File: config.mk
export PLATFORM = sky130hd
export DESIGN_NAME = i2c_port_expander
export DESIGN_NICKNAME = d
export VERILOG_FILES = /design/src/rtl/i2c_port_expander.sv
export SDC_FILE = /design/constraint.sdc
export NUM_CORES = 1
export LEC_CHECK = 0
export BUFFER_PORTS_ARGS = -buffer_cell sky130_fd_sc_hd__buf_2
export CAP_MARGIN = 5
export CORE_AREA = 2 2 88 90
export DETAILED_ROUTE_END_ITERATION = 8
export DIE_AREA = 0 0 90 92
export GPL_TIMING_DRIVEN = 0
export SYNTH_ARGS = -nofsm -noshare
export SYNTH_HDL_FRONTEND = slang
export SYNTH_SLANG_ARGS = --single-unit
export TNS_END_PERCENT = 30
File: constraint.sdc
create_clock -name clk -period 2.75 [get_ports clk]
set_input_delay 0.1375 -clock clk [delete_from_list [all_inputs] [get_ports clk]]
set_output_delay 0.1375 -clock clk [all_outputs]
set_load 0.02 [all_outputs]
File: src/rtl/i2c_port_expander.sv
module i2c_port_expander #(
  parameter bit ALT_FAMILY  = 1'b0,
  parameter int SYNC_STAGES = 2
) (
  input  logic       clk,
  input  logic       rst_n,
  input  logic       scl_i,
  input  logic       sda_i,
  output logic       sda_oe,
  input  logic [2:0] strap,
  input  logic [7:0] pin_i,
  output logic [7:0] port_q
);
  localparam logic [3:0] PFX = ALT_FAMILY ? 4'b0111 : 4'b0100;

  typedef enum logic [2:0] {
    S_IDLE, S_ADDR, S_AACK, S_WDATA, S_WACK, S_RDATA, S_RACK, S_SKIP
  } st_t;

  logic [SYNC_STAGES-1:0] scl_sh, sda_sh;
  logic scl_d, sda_d;
  st_t  st;
  logic [7:0] shreg;
  logic [2:0] cnt;
  logic ack_on, rw, mack;

  wire scl_s  = scl_sh[SYNC_STAGES-1];
  wire sda_s  = sda_sh[SYNC_STAGES-1];
  wire scl_rise = scl_s & ~scl_d;
  wire scl_fall = ~scl_s & scl_d;
  wire start_c  = scl_s & scl_d & sda_d & ~sda_s;
  wire stop_c   = scl_s & scl_d & ~sda_d & sda_s;
  wire [7:0] shin = {shreg[6:0], sda_s};
  wire hit = (shin[7:1] == {PFX, strap});

  assign sda_oe = ack_on | ((st == S_RDATA) & ~shreg[7]);

  always_ff @(posedge clk or negedge rst_n) begin
    if (!rst_n) begin
      scl_sh <= '1;
      sda_sh <= '1;
      scl_d  <= 1'b1;
      sda_d  <= 1'b1;
    end else begin
      scl_sh <= {scl_sh[SYNC_STAGES-2:0], scl_i};
      sda_sh <= {sda_sh[SYNC_STAGES-2:0], sda_i};
      scl_d  <= scl_s;
      sda_d  <= sda_s;
    end
  end

  always_ff @(posedge clk or negedge rst_n) begin
    if (!rst_n) begin
      st     <= S_IDLE;
      shreg  <= '0;
      cnt    <= '0;
      ack_on <= 1'b0;
      rw     <= 1'b0;
      mack   <= 1'b0;
      port_q <= '1;
    end else if (start_c) begin
      st     <= S_ADDR;
      cnt    <= '0;
      ack_on <= 1'b0;
      mack   <= 1'b0;
    end else if (stop_c) begin
      st     <= S_IDLE;
      ack_on <= 1'b0;
      mack   <= 1'b0;
    end else begin
      unique case (st)
        S_ADDR, S_WDATA: if (scl_rise) begin
          shreg <= shin;
          cnt   <= cnt + 3'd1;
          if (cnt == 3'd7) begin
            if (st == S_WDATA) st <= S_WACK;
            else if (hit) begin
              st <= S_AACK;
              rw <= sda_s;
            end else st <= S_SKIP;
          end
        end
        S_AACK: if (scl_fall) begin
          if (!ack_on) begin
            ack_on <= 1'b1;
            if (rw) shreg <= pin_i;
          end else begin
            ack_on <= 1'b0;
            cnt    <= '0;
            st     <= rw ? S_RDATA : S_WDATA;
          end
        end
        S_WACK: if (scl_fall) begin
          if (!ack_on) ack_on <= 1'b1;
          else begin
            ack_on <= 1'b0;
            port_q <= shreg;
            cnt    <= '0;
            st     <= S_WDATA;
          end
        end
        S_RDATA: if (scl_fall) begin
          cnt <= cnt + 3'd1;
          if (cnt == 3'd7) st <= S_RACK;
          else shreg <= {shreg[6:0], 1'b0};
        end
        S_RACK: begin
          if (scl_rise) begin
            if (sda_s) st <= S_SKIP;
            else mack <= 1'b1;
          end else if (scl_fall && mack) begin
            mack  <= 1'b0;
            shreg <= pin_i;
            cnt   <= '0;
            st    <= S_RDATA;
          end
        end
        default: ;
      endcase
    end
  end
endmodule


==> results.py <==
metrics = {
    "outcome": {
        "status": "complete, no violations",
    },
    "power_and_ir_drop": {
        "ir_drop_mv": 0.269,
        "switching_share": 0.385,
        "power.leakage_uw": 0.000940,
        "clockPowerShare": 0.170,
        "pwr-share-comb": 0.485,
        "p_switching_uw": 858,
        "seq_power_share": 0.345,
        "power.internal_uw": 1370,
        "p_per_area_mw_per_mm2": 1040,
    },
    "routing": {
        "firstDrtPassIters": 4,
        "vias": 1378,
        "ant_nets": 0,
        "dr.first_iter.drc_count": 171,
        "wl_per_cell_um": 12.3,
        "drc": 0,
        "routed_wl_um": 3800,
        "viasPerCell": 4.46,
    },
    "global_routing": {
        "antenna_found_initial": 0,
        "grtUsageTotal": 0.0967,
        "grt_pass1_wl_um": 6530,
        "grt-ovfl-total": 0,
        "grt_max_degree": 32,
        "grt_pass1_vias": 1353,
    },
    "timing": {
        "hold_violations": 0,
        "clock.fmax_mhz": 442,
        "fin_hold_ws_ns": 0.163,
        "clock_skew_ns": 0.0149,
        "fin_crit_ns": 2.26,
        "relSlewSlack": 0.537,
        "period_share": 0.822,
        "setup_viol": 0,
        "rsz0062_at_grt": "false",
        "setup_ws_ns": 0.489,
        "fin_tns_setup_ns": 0,
        "worst_pin_slew_ns": 0.695,
        "report.final.slew_viol_count": 0,
    },
    "clocking": {
        "clockBufferDepth": 2,
        "cts_root_buf": "clkbuf_8",
        "clkTransAtPathRegs_ns": 0.07,
        "tritoncts.num_buffers": 5,
        "cts_tree": "built",
        "htreeDepth": 2,
        "clk_latency_ns": 0.29,
        "cts.sinks": 31,
    },
    "setup_path": {
        "critPathTopFamily": "compound AO/OA/AOI/OAI gates",
        "critPathKind": "reg2reg",
        "path_cells": "buf_4 -> and2b_1 -> buf_6 -> a21oi_1 -> o31ai_1 -> o221ai_1 -> a22oi_1 -> mux2_2",
        "worst-path-max-fanout": 9,
        "critPathMaxStageDelay_ns": 0.51,
        "worst_path_max_delay_cell": "dfstp_2",
        "cp-end-kind": "flip-flop",
        "start_kind": "flip-flop",
        "critPathBufInv": 2,
        "rrSetupSlack_ns": 0.49,
        "cp.arrival_ns": 2.43,
        "required_ns": 2.92,
    },
    "placement": {
        "gp_congestion": 0.846,
        "post-place-cells": 298,
        "dp_hpwl_um": 2720,
        "portBuffers": 23,
        "dp_slack_ns": 0.537,
    },
    "yosys": {
        "netlist_area_mm2": 0.00177,
        "synth-main-ff-cell": "dfrtp_1",
        "ys_seq_elements": 31,
        "avgSynthCellArea_um2": 10.2,
        "yosys_warnings": 0,
        "synth-edff-count": 0,
        "syn-num-nets": 190,
        "synth_cell_types": 46,
        "yosysSeqAreaShare": 0.449,
        "syn-instance-count": 173,
        "async_reset_ff_frac": 1.00,
    },
    "cells_and_area": {
        "fillCellCount": 806,
        "mostFrequentLayoutCell": "buf_2",
        "area_growth_pct": 20.6,
        "layout_common_cells": "31 x buf_2, 28 x nand2_1, 17 x dfrtp_1",
        "diodes": 0,
        "layout.nets": 223,
        "final_cells": 309,
        "drive_gt1_frac": 0.377,
    },
    "floorplanning": {
        "die_height_um": 92,
        "core_mm2": 0.00745,
        "fp.dieArea_mm2": 0.00828,
        "io_pins": 24,
        "die_x_um": 90,
        "rows": 32,
        "initial_core_util": 0.237,
    },
    "worst_hold_path": {
        "hp-class": "in2reg",
    },
    "flow_run": {
        "maxCapViolCount": 0,
    },
}
==> state kept, by name, summed over array words and instances, names as in the netlist <==
register and count:
ack_on 1, cnt 3, mack 1, port_q 8, rw 1, scl_d 1, scl_sh 2, sda_d 1
sda_sh 2, shreg 8, st 3
==> logic make-up (layout without fill, tap and decap cells) <==
kind of cell             Yosys count  after routing  share of synthesized area
XOR/XNOR                           6              6                     0.0297
buffers and inverters             15             49                     0.0481
flip-flops                        31             31                      0.449
adder cells (fa/ha/maj)            2              2                     0.0142
multiplexers                      20             20                      0.140
AND/OR/NAND/NOR                   66             66                      0.196
AO/OA/AOI/OAI                     33             33                      0.123
==> cell usage after synthesis, drive strengths merged, types with 3 or more instances <==
library cell / n / share of area
a21oi: 14 / 0.042
and2b: 3 / 0.013
buf: 11 / 0.040
dfrtp: 17 / 0.24
dfstp: 14 / 0.21
mux2: 17 / 0.12
mux2i: 3 / 0.017
nand2: 29 / 0.066
nand2b: 3 / 0.011
nand3: 5 / 0.014
nor2: 11 / 0.023
o21ai: 3 / 0.0085
o221ai: 3 / 0.015
or3b: 3 / 0.015
xnor2: 5 / 0.025
==> final timing paths <==
kind | start | to | depth (start not counted)
setup / recovery | scl_d | st[0] | 8
hold / removal | pin_i[7] | shreg[7] | 3
setup reg to reg | scl_d | st[0] | 8
hold reg to reg | sda_sh[0] | sda_sh[1] | 0
max in group asynchronous | rst_n | mack | 2
min in group asynchronous | rst_n | shreg[5] | 2
==> power groups by stage <==
stage          Combinational, uW  Clock [uW]  Sequential [uW]
5_1_grt                     1200         408              796
3_3_place_gp                1060           0              768
6_report                    1080         377              768
4_1_cts                     1090         391              770
2_1_floorplan                806           0              808
3_5_place_dp                1080           0              778
==> routing by layer <==
metal,track usage,up-vias,wire length [um]
li1,-,683,-
met1,0.131,663,1860
met2,0.152,27,1750
met5,0,-,0
met4,0.0231,0,29
met3,0.0279,5,158
==> cell type report <==
| type | instances | area (um2) | area share |
|---|---|---|---|
| clock inverters | 1 | 5.00 | 0.00235 |
| well taps | 102 | 128 | 0.0599 |
| inverters | 2 | 7.51 | 0.00352 |
| flip-flops and latches | 31 | 793 | 0.372 |
| clock buffers | 7 | 86.3 | 0.0405 |
| plain buffers | 13 | 77.6 | 0.0364 |
| multi-input cells | 127 | 890 | 0.417 |
| repair buffers | 26 | 145 | 0.0681 |
==> per-stage QoR <==
stage / power, uW / util / cell area [um2]
after global routing: 2400 / 0.286 / 2130
after detailed placement: 1860 / 0.270 / 2010
after floorplan: 1610 / - / 1770
after global placement: 1830 / 0.270 / 2010
final: 2230 / 0.286 / 2130
after CTS: 2250 / 0.286 / 2130
==> what timing repair did <==
action | CTS | global route
gates resized for setup | 0 | 0
setup buffers | 0 | 0
hold buffers | 3 | 0
endpoints found under the hold margin | 19 | 0
==> worst register-to-register path, cell delays in order, from the launching register on <==
cell and delay (ns):
dfstp_2 0.51, buf_4 0.14, and2b_1 0.14, buf_6 0.13
a21oi_1 0.08, o31ai_1 0.26, o221ai_1 0.26, a22oi_1 0.26
mux2_2 0.37
No activity file was read; power rests on OpenSTA's default activity.
